## src/rtl/owm_pkg.sv

```systemverilog
package owm_pkg;

  typedef enum logic [1:0] {
    OP_RESET = 2'b00,
    OP_WRITE = 2'b01,
    OP_READ  = 2'b10,
    OP_NONE  = 2'b11
  } owmOp_e;

  // strobes from control to datapath
  typedef struct packed {
    logic start;
    logic run;
    logic capPresence;
    logic capRead;
  } owmCtl_t;

  // interval lengths in microseconds
  localparam int US_RST_LOW_REG   = 480;
  localparam int US_RST_LOW_OD    = 70;
  localparam int US_RST_HIGH      = 480;
  localparam int US_PRES_REG      = 70;
  localparam int US_PRES_OD       = 8;
  localparam int US_LOW1_REG      = 6;
  localparam int US_LOW1_OD       = 1;
  localparam int US_LOW0_REG      = 60;
  localparam int US_LOW0_OD       = 7;
  localparam int US_SLOT_REG      = 70;
  localparam int US_SLOT_OD       = 10;
  localparam int US_READ_LIM_REG  = 15;
  localparam int US_READ_LIM_OD   = 2;

endpackage

```

## src/rtl/owm_datapath.sv

```systemverilog
module owm_datapath
  import owm_pkg::*;
#(
  parameter int CLKS_PER_US = 4,
  parameter int SYNC_STAGES = 2,
  parameter int CNT_W       = 12
) (
  input  logic             clk,
  input  logic             rstN,
  input  owmCtl_t          ctl,
  input  logic [1:0]       cmdOp,
  input  logic             cmdBit,
  input  logic             cmdOverdrive,
  input  logic             lineIn,
  output owmOp_e           curOp,
  output logic             hitLowEnd,
  output logic             hitSample,
  output logic             hitEnd,
  output logic             presence,
  output logic             readBit
);

  localparam logic [CNT_W-1:0] C_RST_LOW_REG = CNT_W'(US_RST_LOW_REG * CLKS_PER_US);
  localparam logic [CNT_W-1:0] C_RST_LOW_OD  = CNT_W'(US_RST_LOW_OD * CLKS_PER_US);
  localparam logic [CNT_W-1:0] C_RST_HIGH    = CNT_W'(US_RST_HIGH * CLKS_PER_US);
  localparam logic [CNT_W-1:0] C_PRES_REG    = CNT_W'(US_PRES_REG * CLKS_PER_US);
  localparam logic [CNT_W-1:0] C_PRES_OD     = CNT_W'(US_PRES_OD * CLKS_PER_US);
  localparam logic [CNT_W-1:0] C_LOW1_REG    = CNT_W'(US_LOW1_REG * CLKS_PER_US);
  localparam logic [CNT_W-1:0] C_LOW1_OD     = CNT_W'(US_LOW1_OD * CLKS_PER_US);
  localparam logic [CNT_W-1:0] C_LOW0_REG    = CNT_W'(US_LOW0_REG * CLKS_PER_US);
  localparam logic [CNT_W-1:0] C_LOW0_OD     = CNT_W'(US_LOW0_OD * CLKS_PER_US);
  localparam logic [CNT_W-1:0] C_SLOT_REG    = CNT_W'(US_SLOT_REG * CLKS_PER_US);
  localparam logic [CNT_W-1:0] C_SLOT_OD     = CNT_W'(US_SLOT_OD * CLKS_PER_US);
  localparam logic [CNT_W-1:0] C_RDS_REG     = CNT_W'(US_READ_LIM_REG * CLKS_PER_US - 1);
  localparam logic [CNT_W-1:0] C_RDS_OD      = CNT_W'(US_READ_LIM_OD * CLKS_PER_US - 1);

  owmOp_e           opQ;
  logic             bitQ;
  logic             odQ;
  logic [CNT_W-1:0] count;
  logic [CNT_W-1:0] lowEnd;
  logic [CNT_W-1:0] sampleAt;
  logic [CNT_W-1:0] endAt;
  logic             lineSync;

  // command latch and slot timer
  always_ff @(posedge clk or negedge rstN) begin
    if (!rstN) begin
      opQ   <= OP_NONE;
      bitQ  <= 1'b1;
      odQ   <= 1'b0;
      count <= '0;
    end else if (ctl.start) begin
      opQ   <= owmOp_e'(cmdOp);
      bitQ  <= cmdBit;
      odQ   <= cmdOverdrive;
      count <= '0;
    end else if (ctl.run) begin
      count <= count + CNT_W'(1);
    end
  end

  // interval selection from the latched command
  always_comb begin
    if (opQ == OP_RESET) begin
      lowEnd   = odQ ? C_RST_LOW_OD : C_RST_LOW_REG;
      sampleAt = lowEnd + (odQ ? C_PRES_OD : C_PRES_REG);
      endAt    = lowEnd + C_RST_HIGH;
    end else begin
      if (opQ == OP_WRITE && !bitQ) lowEnd = odQ ? C_LOW0_OD : C_LOW0_REG;
      else                          lowEnd = odQ ? C_LOW1_OD : C_LOW1_REG;
      sampleAt = odQ ? C_RDS_OD : C_RDS_REG;
      endAt    = odQ ? C_SLOT_OD : C_SLOT_REG;
    end
  end

  assign curOp     = opQ;
  assign hitLowEnd = (count == lowEnd - CNT_W'(1));
  assign hitSample = (count == sampleAt);
  assign hitEnd    = (count == endAt - CNT_W'(1));

  // line synchronizer, depth chosen by parameter
  generate
    if (SYNC_STAGES <= 1) begin : gSync1
      logic syncQ;
      always_ff @(posedge clk or negedge rstN) begin
        if (!rstN) syncQ <= 1'b1;
        else       syncQ <= lineIn;
      end
      assign lineSync = syncQ;
    end else begin : gSyncN
      logic [SYNC_STAGES-1:0] syncQ;
      always_ff @(posedge clk or negedge rstN) begin
        if (!rstN) syncQ <= '1;
        else       syncQ <= {syncQ[SYNC_STAGES-2:0], lineIn};
      end
      assign lineSync = syncQ[SYNC_STAGES-1];
    end
  endgenerate

  // result registers
  always_ff @(posedge clk or negedge rstN) begin
    if (!rstN) begin
      presence <= 1'b0;
      readBit  <= 1'b1;
    end else begin
      if (ctl.capPresence) presence <= !lineSync;
      if (ctl.capRead)     readBit  <= lineSync;
    end
  end

  // a capture only ever happens while a transaction runs
  a_r6_capture_in_run: assert property (@(posedge clk) disable iff (!rstN)
    (ctl.capPresence || ctl.capRead) |-> ctl.run);

endmodule

```

## src/rtl/owm_control.sv

```systemverilog
module owm_control
  import owm_pkg::*;
(
  input  logic       clk,
  input  logic       rstN,
  input  logic       cmdValid,
  input  logic [1:0] cmdOp,
  input  owmOp_e     curOp,
  input  logic       hitLowEnd,
  input  logic       hitSample,
  input  logic       hitEnd,
  output owmCtl_t    ctl,
  output logic       busy,
  output logic       done,
  output logic       lineDriveLow
);

  typedef enum logic [1:0] {ST_IDLE, ST_LOW, ST_HIGH} state_e;

  state_e state;
  state_e stateNext;
  logic   accept;

  assign accept = (state == ST_IDLE) && cmdValid && (owmOp_e'(cmdOp) != OP_NONE);

  always_comb begin
    stateNext = state;
    case (state)
      ST_IDLE: if (accept)    stateNext = ST_LOW;
      ST_LOW:  if (hitLowEnd) stateNext = ST_HIGH;
      ST_HIGH: if (hitEnd)    stateNext = ST_IDLE;
      default:                stateNext = ST_IDLE;
    endcase
  end

  always_ff @(posedge clk or negedge rstN) begin
    if (!rstN) begin
      state <= ST_IDLE;
      done  <= 1'b0;
    end else begin
      state <= stateNext;
      done  <= (state == ST_HIGH) && hitEnd;
    end
  end

  always_comb begin
    ctl.start       = accept;
    ctl.run         = (state != ST_IDLE);
    ctl.capPresence = (state != ST_IDLE) && hitSample && (curOp == OP_RESET);
    ctl.capRead     = (state != ST_IDLE) && hitSample && (curOp == OP_READ);
  end

  assign busy         = (state != ST_IDLE);
  assign lineDriveLow = (state == ST_LOW);

  a_r8_done_single: assert property (@(posedge clk) disable iff (!rstN)
    done |=> !done);

  a_r8_done_idle: assert property (@(posedge clk) disable iff (!rstN)
    done |-> !busy);

  a_r7_idle_released: assert property (@(posedge clk) disable iff (!rstN)
    !busy |-> !lineDriveLow);

  a_r7_start_low: assert property (@(posedge clk) disable iff (!rstN)
    $rose(busy) |-> lineDriveLow);

endmodule

```

## src/rtl/owm_master.sv

```systemverilog
module owm_master
  import owm_pkg::*;
#(
  parameter int CLKS_PER_US = 4,
  parameter int SYNC_STAGES = 2
) (
  input  logic       clk,
  input  logic       rstN,
  input  logic       cmdValid,
  input  logic [1:0] cmdOp,
  input  logic       cmdBit,
  input  logic       cmdOverdrive,
  output logic       busy,
  output logic       done,
  output logic       presence,
  output logic       readBit,
  output logic       lineDriveLow,
  input  logic       lineIn
);

  localparam int MAX_CYC = (US_RST_LOW_REG + US_RST_HIGH) * CLKS_PER_US;
  localparam int CNT_W   = $clog2(MAX_CYC + 1);

  owmCtl_t ctl;
  owmOp_e  curOp;
  logic    hitLowEnd;
  logic    hitSample;
  logic    hitEnd;

  owm_control u_ctrl (
    .clk          (clk),
    .rstN         (rstN),
    .cmdValid     (cmdValid),
    .cmdOp        (cmdOp),
    .curOp        (curOp),
    .hitLowEnd    (hitLowEnd),
    .hitSample    (hitSample),
    .hitEnd       (hitEnd),
    .ctl          (ctl),
    .busy         (busy),
    .done         (done),
    .lineDriveLow (lineDriveLow)
  );

  owm_datapath #(
    .CLKS_PER_US (CLKS_PER_US),
    .SYNC_STAGES (SYNC_STAGES),
    .CNT_W       (CNT_W)
  ) u_dp (
    .clk          (clk),
    .rstN         (rstN),
    .ctl          (ctl),
    .cmdOp        (cmdOp),
    .cmdBit       (cmdBit),
    .cmdOverdrive (cmdOverdrive),
    .lineIn       (lineIn),
    .curOp        (curOp),
    .hitLowEnd    (hitLowEnd),
    .hitSample    (hitSample),
    .hitEnd       (hitEnd),
    .presence     (presence),
    .readBit      (readBit)
  );

  // release happens exactly where the datapath marks the end of the low phase
  a_r3_release_point: assert property (@(posedge clk) disable iff (!rstN)
    $fell(lineDriveLow) |-> $past(hitLowEnd));

  // the done pulse follows the datapath's end-of-transaction mark
  a_r5_done_at_end: assert property (@(posedge clk) disable iff (!rstN)
    $rose(done) |-> $past(hitEnd));

endmodule

```

## config.mk

```make
export PLATFORM = sky130hd
export DESIGN_NAME = owm_master
export DESIGN_NICKNAME = d
export VERILOG_FILES = /design/src/rtl/owm_pkg.sv /design/src/rtl/owm_datapath.sv /design/src/rtl/owm_control.sv /design/src/rtl/owm_master.sv
export SDC_FILE = /design/constraint.sdc
export NUM_CORES = 1
export LEC_CHECK = 0
export ABC_AREA = 1
export BUFFER_PORTS_ARGS = -buffer_cell sky130_fd_sc_hd__buf_2
export CORE_MARGIN = 2
export CORE_UTILIZATION = 54
export DETAILED_ROUTE_END_ITERATION = 10
export PLACE_DENSITY = 0.76
export SYNTH_ARGS = -nofsm -noshare
export SYNTH_HDL_FRONTEND = slang
export SYNTH_SLANG_ARGS = --single-unit
```

## constraint.sdc

```tcl
create_clock -name clk -period 1.9 [get_ports clk]
set_input_delay 0.285 -clock clk [delete_from_list [all_inputs] [get_ports clk]]
set_output_delay 0.285 -clock clk [all_outputs]
set_load 0.005 [all_outputs]
```

==> impl_metrics.json, run 1 <==
{
  "ff_latch_area_um2": 583,
  "layout.nets": 284,
  "holdPathStages": 1,
  "combPwrFrac_pct": 2.5,
  "portBuffers": 12,
  "maxSlewHeadroom_pct": 67.1,
  "p_leak_nw": 1.10,
  "hp-class": "in -> reg",
  "worstHoldStart": "lineIn",
  "cts_tree": "done",
  "maxCapViolCount": 0,
  "critPathCaptureType": "flop",
  "use_met1_pct": 34.5,
  "vias": 1622,
  "place.gp.congestion": 0.954,
  "globalRouteMet3Util_pct": 1.28,
  "clock_path_buffers": 2,
  "rsz0062_at_grt": "true",
  "final_max_slew_viol_count": 0,
  "multi_input_area_mm2": 0.00116,
  "cts_made_buffers": 3,
  "crit_fanout": 5,
  "clk_pin_slew_ns": 0.12,
  "cp-start-kind": "flop",
  "synth-async-reset-ratio_pct": 100,
  "tns_ns": 0,
  "die_h_um": 60.5,
  "critical_path_class": "reg -> reg",
  "setup_viol": 0,
  "grt_pass1_wl_um": 6770,
  "fp.coreArea_mm2": 0.00305,
  "drc": 0,
  "syn_avg_cell_area_um2": 7.13,
  "synthesis.nets": 258,
  "top_usage_layer": "met2",
  "met2_usage_pct": 41.0,
  "critPathArrivalTime_ns": 2.07,
  "powerDensity_mw_per_mm2": 345,
  "diodes": 0,
  "power.switching_mw": 0.150,
  "cts.sinks": 23,
  "syn_area_mm2": 0.00173,
  "nFillCells": 259,
  "die-area_mm2": 0.00366,
  "start_util_pct": 56.5,
  "die-width_um": 60.5,
  "overflow": 0,
  "cts_max_level": 1,
  "utilization_pct": 69.4,
  "switching_share_pct": 20.5,
  "routed_via_density": 5.22,
  "track_usage_pct": 24.3,
  "syn_inst": 242,
  "outcome": "completed",
  "ys_seq_area_share_pct": 33.8,
  "drtIter0Drc": 91,
  "yosysMostFrequentCell": "nand2_1",
  "worst_pin_slew_ns": 0.493,
  "yosys_warnings": 0,
  "synth_seq_cells": 23,
  "routed_wl_um": 4050,
  "max_freq_mhz": 534,
  "r2r_end": "u_ctrl.state[0]",
  "clk_latency_ns": 0.30,
  "ys_top_cells_by_count": "nand2_1, inv_1, nor2_1, nand3_1, dfrtp_1",
  "drtAntennaViolNets": 0,
  "fp-row-count": 20,
  "synth_edf_count": 0,
  "synth_ff_type": "dfrtp_1",
  "yosys-top-cells-area": "dfrtp_1, nand2_1, dfstp_2",
  "r2r_start": "u_dp.curOp[0]",
  "min_to": "u_dp.gSyncN.syncQ[0]",
  "dp_hpwl_um": 3080,
  "layout-drive-gt1-share_pct": 29.6,
  "grt_pass1_vias": 1565,
  "skew_ns": 0.00567,
  "finalCriticalPeriod_ns": 1.87,
  "wl_per_cell_um": 13.0,
  "synth_cell_types": 32,
  "post-route-period-util_pct": 98.5,
  "syn_to_final_growth_pct": 22.8,
  "antenna_found_initial": 0,
  "synth_top_area_cell": "dfrtp_1",
  "grt_start_max_net_pins": 24,
  "pwr-share-clk_pct": 29.9,
  "ios": 13,
  "p_int_mw": 0.582,
  "drt-pass1-iter-count": 4,
  "finalHoldViolCount": 0,
  "vdd_ir_drop_max_v": 0.000337,
  "rrSetupSlack_ns": 0.03,
  "synth_top_area_share_pct": 24.7,
  "reg2reg_depth": 8,
  "worstPathRequired_ns": 2.10,
  "clockRootBuffer": "clkbuf_4",
  "p_seq_share_pct": 67.6
}
cell usage in the layout, fill, tap and decap left out, types with 2 or more instances in the layout:
cell / count
nand2_1: 59
inv_1: 28
nor2_1: 19
dfrtp_1: 17
nand3_1: 15
o21ai_0: 13
buf_2: 12
buf_4: 12
a21oi_1: 10
dfstp_2: 6
inv_2: 5
nand2_4: 5
nand4_1: 5
ha_4: 5
nand3_2: 4
nor3_1: 4
nor2_2: 4
nand2_2: 4
o21ai_1: 4
xnor2_1: 3
nor3_2: 3
clkbuf_4: 3
nor2_4: 2
inv_4: 2
xnor2_2: 2
xor2_1: 2
o21ai_2: 2
ha_1: 2
worst max-delay path by stage:
stage | from | to | slack [ns] | cells past startpoint
2_1_floorplan | u_dp.curOp[0] | u_ctrl.state[0] | 0.05 | 11
3_3_place_gp | u_dp.curOp[0] | u_ctrl.state[0] | -0.06 | 12
3_5_place_dp | u_dp.curOp[0] | u_dp.presence | -0.11 | 11
4_1_cts | u_dp.curOp[1] | u_ctrl.state[0] | 0.006 | 13
5_1_grt | u_dp.curOp[0] | u_ctrl.state[0] | -0.09 | 11
6_report | u_dp.curOp[0] | u_ctrl.state[0] | 0.03 | 8
stage by stage:
step / power [mW] / hold WS (ns) / setup slack, ns / instance area [um2] / std cells
floorplan: 0.504 / -0.0106 / 0.0468 / 1730 / 242
global placement: 0.521 / 0.276 / -0.0603 / 1900 / 305
detailed placement: 0.521 / 0.273 / -0.112 / 1900 / 305
CTS: 0.742 / 0.0577 / 0.00633 / 2030 / 311
global route: 0.761 / 0.0485 / -0.0912 / 2120 / 311
finish: 0.732 / 0.0680 / 0.0286 / 2120 / 311
flip-flops by register name (all words and copies together) (netlist names):
signal,cells
u_ctrl.done,1
u_ctrl.state,2
u_dp.bitQ,1
u_dp.count,12
u_dp.curOp,2
u_dp.gSyncN.syncQ,2
u_dp.odQ,1
u_dp.presence,1
u_dp.readBit,1
cells by family (layout without fill, tap and decap cells):
| logic type | after synthesis | in the layout | synth area share, % |
|---|---|---|---|
| AO/OA/AOI/OAI | 34 | 34 | 10.9 |
| XOR/XNOR | 8 | 8 | 4.06 |
| adder cells (fa/ha/maj) | 8 | 8 | 5.80 |
| buffers and inverters | 39 | 64 | 8.77 |
| flip-flops | 23 | 23 | 33.8 |
| AND/OR/NAND/NOR | 130 | 130 | 36.7 |
worst max-delay path: stages, from the launching register on:
cell and delay, ns:
dfstp_2 0.63, nor2_4 0.07, ha_1 0.22, o21ai_0 0.28
nand4_1 0.15, nor2_1 0.11, nand2_1 0.07, o21bai_1 0.16
nand2_1 0.06
routing by layer:
metal	part of all wire, %	up-vias
li1	-	831
met1	44	731
met2	48	52
met3	5.9	8
met4	1.5	0
met5	0	-
repair_timing:
action,CTS,global route
setup buffers,1,0
pin swaps,8,6
setup endpoints to repair,4,5
resized for setup,18,18
endpoints found under the hold margin,17,0
hold buffers,1,0
power groups by stage:
stage / clock (mW) / sequential, mW / combinational, mW
2_1_floorplan: 0 / 0.503 / 0.000668
3_3_place_gp: 0 / 0.504 / 0.0174
3_5_place_dp: 0 / 0.504 / 0.0174
4_1_cts: 0.228 / 0.495 / 0.0190
5_1_grt: 0.244 / 0.495 / 0.0216
6_report: 0.219 / 0.495 / 0.0184
area by class of cell:
cell class	count	share of cell area [%]
inverters	35	6.43
flip-flops and latches	23	27.5
repair buffers	25	7.56
multi-input cells	180	54.7
clock buffers	4	1.24
well taps	44	2.60
No activity file was read; power rests on OpenSTA's default activity.
==> run 2, diff against run 1 <==
--- a/config.mk
+++ b/config.mk
@@ -7,10 +7,11 @@
 export LEC_CHECK = 0
 export ABC_AREA = 1
 export BUFFER_PORTS_ARGS = -buffer_cell sky130_fd_sc_hd__buf_2
+export CAP_MARGIN = 20
 export CORE_MARGIN = 2
 export CORE_UTILIZATION = 54
 export DETAILED_ROUTE_END_ITERATION = 10
-export PLACE_DENSITY = 0.76
+export PLACE_DENSITY = 0.85
 export SYNTH_ARGS = -nofsm -noshare
 export SYNTH_HDL_FRONTEND = slang
 export SYNTH_SLANG_ARGS = --single-unit
==> run 2 against run 1 <==
Against the previous run: the run now ends with negative setup slack left; total power grew 0.59%; cell count grew 1.6%; worst setup slack lost 0.043 ns; routed wire length grew 4.5%; fmax shrank 2.2%; clock skew shrank 0.0011 ns; global-route usage grew 1.5 points; clock power grew 2%; hold slack lost 0.0093 ns.
==> impl_metrics.json, run 2 (synthesis gave the netlist of run 1 again) <==
{
  "dpl-instance-area_mm2": 0.00192,
  "final_cell_mix": "nand2_1, inv_1, nor2_1, dfrtp_1, buf_4",
  "failed_checks": "negative setup slack",
  "fp-row-count": 20,
  "drtAntennaViolNets": 0,
  "clk_pin_slew_ns": 0.12,
  "track_usage_pct": 25.8,
  "multi_input_area_mm2": 0.00116,
  "cp_slowest_stage_delay_ns": 0.63,
  "r2r_start": "u_dp.curOp[0]",
  "final_max_slew_viol_count": 0,
  "grt_start_max_net_pins": 24,
  "cts_made_buffers": 3,
  "clock_path_buffers": 2,
  "diodes": 0,
  "slowest_stage": "dfstp_2",
  "hp-class": "in -> reg",
  "die-area_mm2": 0.00366,
  "min_to": "u_dp.gSyncN.syncQ[0]",
  "grt_pass1_vias": 1545,
  "skew_ns": 0.00456,
  "worstPathRequired_ns": 2.11,
  "drt-pass1-iter-count": 4,
  "critPathArrivalTime_ns": 2.12,
  "start_util_pct": 56.5,
  "cp-start-kind": "flop",
  "critical_path_class": "reg -> reg",
  "routed_wl_um": 4240,
  "vias": 1666,
  "cts_tree": "done",
  "vdd_ir_drop_max_v": 0.000499,
  "die_h_um": 60.5,
  "cts_max_level": 1,
  "setup_viol": 2,
  "layout_commonest_cell": "nand2_1",
  "fp.coreArea_mm2": 0.00305,
  "routed_via_density": 5.27,
  "cts.sinks": 23,
  "clockRootBuffer": "clkbuf_4",
  "largest_register_ffs": 12,
  "worst_pin_slew_ns": 0.505,
  "utilization_pct": 70.7,
  "antenna_found_initial": 0,
  "holdPathStages": 1,
  "fin_ws_ns": -0.0139,
  "die-width_um": 60.5,
  "finalCriticalPeriod_ns": 1.91,
  "wl_per_cell_um": 13.4,
  "syn_to_final_growth_pct": 25.1,
  "tns_ns": -0.0183,
  "drtIter0Drc": 71,
  "critPathCaptureType": "flop",
  "fin_area_mm2": 0.00216,
  "post-route-period-util_pct": 101,
  "portBuffers": 12,
  "p_leak_nw": 1.14,
  "reg2reg_depth": 11,
  "maxCapViolCount": 0,
  "nFillCells": 260,
  "clk_latency_ns": 0.31,
  "overflow": 0,
  "top_register": "u_dp.count",
  "place.gp.congestion": 0.893,
  "crit_fanout": 4,
  "r2r_end": "u_ctrl.state[0]",
  "layout.nets": 289,
  "rsz0062_at_grt": "true",
  "dp_hpwl_um": 3100,
  "grt_pass1_wl_um": 7020,
  "ios": 13,
  "layout-drive-gt1-share_pct": 30.9,
  "ff_latch_area_um2": 583,
  "worstPathCellList": "nand3_2 > buf_6 > ha_4 > nor2_1 > nand4_1 > nand2_1 > nand2_1 > nand2_1 > nand3_2 > o21bai_1 > nand2_1",
  "worstHoldStart": "lineIn",
  "drc": 0,
  "finalHoldViolCount": 0,
  "rrSetupSlack_ns": -0.01,
  "outcome": "finished, violations left",
  "max_freq_mhz": 522,
  "crit_top_cell": "nand2_1",
  "holdWs_ns": 0.0587,
  "maxSlewHeadroom_pct": 66.3,
  "powerDensity_mw_per_mm2": 341
}
## run 2: layer usage
| metal | global-route usage (%) | vias to the layer above | routed length, um |
|---|---|---|---|
| met4 | 9.94 | 0 | 69 |
| met2 | 43.2 | 38 | 2120 |
| met5 | 0 | - | 0 |
| li1 | - | 842 | - |
| met1 | 34.8 | 780 | 1900 |
| met3 | 2.56 | 6 | 148 |
## run 2: where the power goes
part | switching (mW) | internal [mW] | total, mW
clock network | 0.141 | 0.0819 | 0.223
registers | 0.000879 | 0.494 | 0.495
logic | 0.0118 | 0.00658 | 0.0184
## run 2: final cells by class
| class | instances | share of cell area, % |
|---|---|---|
| Tap cell | 44 | 2.55 |
| Timing Repair Buffer | 30 | 9.33 |
| Sequential cell | 23 | 27.0 |
| Clock buffer | 4 | 1.22 |
| Inverter | 35 | 6.32 |
| Multi-Input combinational cell | 180 | 53.6 |
## run 2: per-stage QoR
| step | std cells | worst slack (ns) | power [mW] |
|---|---|---|---|
| floorplan | 242 | 0.0468 | 0.504 |
| global placement | 307 | -0.0663 | 0.521 |
| detailed placement | 307 | -0.0994 | 0.521 |
| CTS | 312 | -0.0107 | 0.739 |
| global route | 316 | -0.169 | 0.767 |
| finish | 316 | -0.0139 | 0.736 |
## run 2: worst max path at each step
| stage | start | end | slack [ns] | depth (start not counted) |
|---|---|---|---|---|
| 6_report | u_dp.curOp[0] | u_ctrl.state[0] | -0.01 | 11 |
| 3_5_place_dp | u_dp.curOp[0] | u_ctrl.state[0] | -0.1 | 12 |
| 5_1_grt | u_dp.curOp[0] | u_ctrl.state[0] | -0.17 | 12 |
| 3_3_place_gp | u_dp.curOp[0] | u_ctrl.state[0] | -0.07 | 12 |
| 2_1_floorplan | u_dp.curOp[0] | u_ctrl.state[0] | 0.05 | 11 |
| 4_1_cts | u_dp.curOp[0] | u_dp.presence | -0.01 | 13 |
## run 2: what timing repair did
item,CTS,global route
hold endpoints to repair,17,0
pin swaps,3,11
resized for setup,17,21
setup endpoints to repair,5,6
buffers inserted,0,4
hold buffers,1,0
## run 2: worst max-delay path: cells and delay by family (launching register included)
family | cells | cell delay, ns
adders and majority gates | 1 | 0.16
buffers and inverters | 1 | 0.15
and+or+nand+nor | 8 | 0.71
DFF | 1 | 0.63
AOI/OAI and AO/OA | 1 | 0.15
==> run 3, diff against run 2 <==
--- a/config.mk
+++ b/config.mk
@@ -12,6 +12,7 @@
 export CORE_UTILIZATION = 54
 export DETAILED_ROUTE_END_ITERATION = 10
 export PLACE_DENSITY = 0.85
+export SETUP_SLACK_MARGIN = 0.4
 export SYNTH_ARGS = -nofsm -noshare
 export SYNTH_HDL_FRONTEND = slang
 export SYNTH_SLANG_ARGS = --single-unit
==> run 3 against run 2 <==
Against the previous run: the run still ends with negative setup slack left; critical path depth up 2; total power up 1.6%; final area up 13%; sequential cell count unchanged; routed wire length up 30%; largest power group unchanged.
==> impl_metrics.json, run 3 (synthesis gave the netlist of run 1 again) <==
{
  "holdPathStages": 1,
  "worstPathRequired_ns": 2.12,
  "cts_max_level": 1,
  "clk_pin_slew_ns": 0.12,
  "setup_viol": 3,
  "worst_pin_slew_ns": 0.513,
  "die-width_um": 60.5,
  "nFillCells": 188,
  "max_freq_mhz": 512,
  "ios": 13,
  "maxSlewHeadroom_pct": 65.8,
  "crit_fanout": 3,
  "p_int_mw": 0.580,
  "grt_pass1_wl_um": 7650,
  "skew_ns": 0.00310,
  "grt_start_max_net_pins": 24,
  "power.switching_mw": 0.168,
  "largest_register_ffs": 12,
  "cts.sinks": 23,
  "drt-pass1-iter-count": 5,
  "syn_to_final_growth_pct": 41.2,
  "clk_latency_ns": 0.33,
  "p_leak_nw": 1.28,
  "die-area_mm2": 0.00366,
  "routed_wl_um": 5520,
  "fp.coreArea_mm2": 0.00305,
  "cp-start-kind": "flop",
  "track_usage_pct": 28.0,
  "worstHoldStart": "lineIn",
  "rsz0062_at_grt": "true",
  "routed_via_density": 5.76,
  "antenna_found_initial": 0,
  "post-route-period-util_pct": 103,
  "failed_checks": "negative setup slack",
  "critPathLaunch": "u_dp.curOp[1]",
  "layout.nets": 308,
  "critPathCaptureType": "flop",
  "fin_cells": 335,
  "hp-class": "in -> reg",
  "place.gp.congestion": 0.975,
  "p_seq_share_pct": 66.2,
  "powerDensity_mw_per_mm2": 307,
  "combPwrFrac_pct": 2.6,
  "clockRootBuffer": "clkbuf_4",
  "final_cell_mix": "nand2_1, buf_4, inv_1, nor2_1, dfrtp_1",
  "finalCriticalPeriod_ns": 1.95,
  "post-place-cells": 303,
  "overflow": 0,
  "fin_area_mm2": 0.00244,
  "drtIter0Drc": 153,
  "critical_path_class": "reg -> reg",
  "maxCapViolCount": 0,
  "layout_commonest_cell": "nand2_1",
  "switching_share_pct": 22.5,
  "critPathArrivalTime_ns": 2.18,
  "cts_made_buffers": 3,
  "vias": 1931,
  "dpl-instance-area_mm2": 0.00195,
  "final_max_slew_viol_count": 0,
  "fin_ws_ns": -0.0542,
  "vdd_ir_drop_max_v": 0.000433,
  "reg2reg_depth": 13,
  "cts_tree": "done",
  "layout-drive-gt1-share_pct": 41.6,
  "clock_path_buffers": 2,
  "fp-row-count": 20,
  "grt_pass1_vias": 1757,
  "holdWs_ns": 0.0380,
  "start_util_pct": 56.5,
  "drtAntennaViolNets": 0,
  "wl_per_cell_um": 16.5,
  "pwr-share-clk_pct": 31.3,
  "top_register": "u_dp.count",
  "die_h_um": 60.5,
  "diodes": 0,
  "tns_ns": -0.135,
  "finalHoldViolCount": 0,
  "portBuffers": 12,
  "r2r_start": "u_dp.curOp[1]",
  "outcome": "finished, violations left",
  "dp_hpwl_um": 3220,
  "drc": 0
}
run 3: cell types whose count changed in the layout (fill, tap and decap cells not counted), sizes merged:
cell    before  now
clkinv       0    1
clkbuf       4    3
buf         29   48
run 3: path summary, 6_finish.rpt:
kind	slack [ns]	end
hold / removal	0.04	u_dp.gSyncN.syncQ[0]
setup reg to reg	-0.05	u_ctrl.state[0]
hold reg to reg	0.37	u_dp.gSyncN.syncQ[1]
setup / recovery	-0.05	u_ctrl.state[0]
min in group asynchronous	0.44	u_dp.count[0]
max in group asynchronous	1.09	u_dp.count[4]
run 3: timing repair:
action / 4_1_cts / 5_1_grt
cloned: 0 / 0
endpoints found under the hold margin: 17 / 0
resized for setup: 29 / 30
pin swaps: 20 / 29
hold buffers: 1 / 0
endpoints found under the setup margin: 9 / 12
setup buffers: 10 / 17
run 3: final cells by class:
type / count / area (um2) / share of cell area, %
multi-input cells: 180 / 1260 / 51.6
flip-flops and latches: 23 / 586 / 24.0
repair buffers: 49 / 369 / 15.2
inverters: 35 / 141 / 5.80
well taps: 44 / 55.1 / 2.26
clock buffers: 3 / 22.5 / 0.924
clock inverters: 1 / 5.00 / 0.205
run 3: critical path: stages (launching register included):
cell and delay [ns]:
dfstp_2 0.60, inv_4 0.07, nand3_4 0.09, inv_2 0.05, ha_4 0.17, inv_4 0.06, nor2_4 0.04, buf_6 0.11
nor3b_4 0.20, nand2_1 0.09, nand2_1 0.07, nand2_1 0.07, o21bai_1 0.17, nand2_1 0.08
run 3: metal layers:
metal  vias up  wire [um]  track usage (%)
met3        31        442             4.26
met5         -          0                0
met4         0        242             13.0
met2       116       2800             47.5
li1        885          -                -
met1       899       2040             35.2
run 3: power by group through the flow:
stage               sequential (mW)  clock [mW]  combinational, mW
floorplan                     0.503           0           0.000668
global placement              0.504           0             0.0173
detailed placement            0.504           0             0.0175
CTS                           0.495       0.231             0.0191
global route                  0.495       0.264             0.0225
finish                        0.495       0.234             0.0191
run 3: metrics by stage:
step	util [%]	setup WS (ns)	power, mW
after floorplan	-	0.132	0.504
after global placement	63.9	0.0128	0.521
after detailed placement	63.9	-0.0361	0.521
after CTS	71.6	0.0427	0.745
after global routing	79.8	-0.188	0.782
final	79.8	-0.0542	0.748
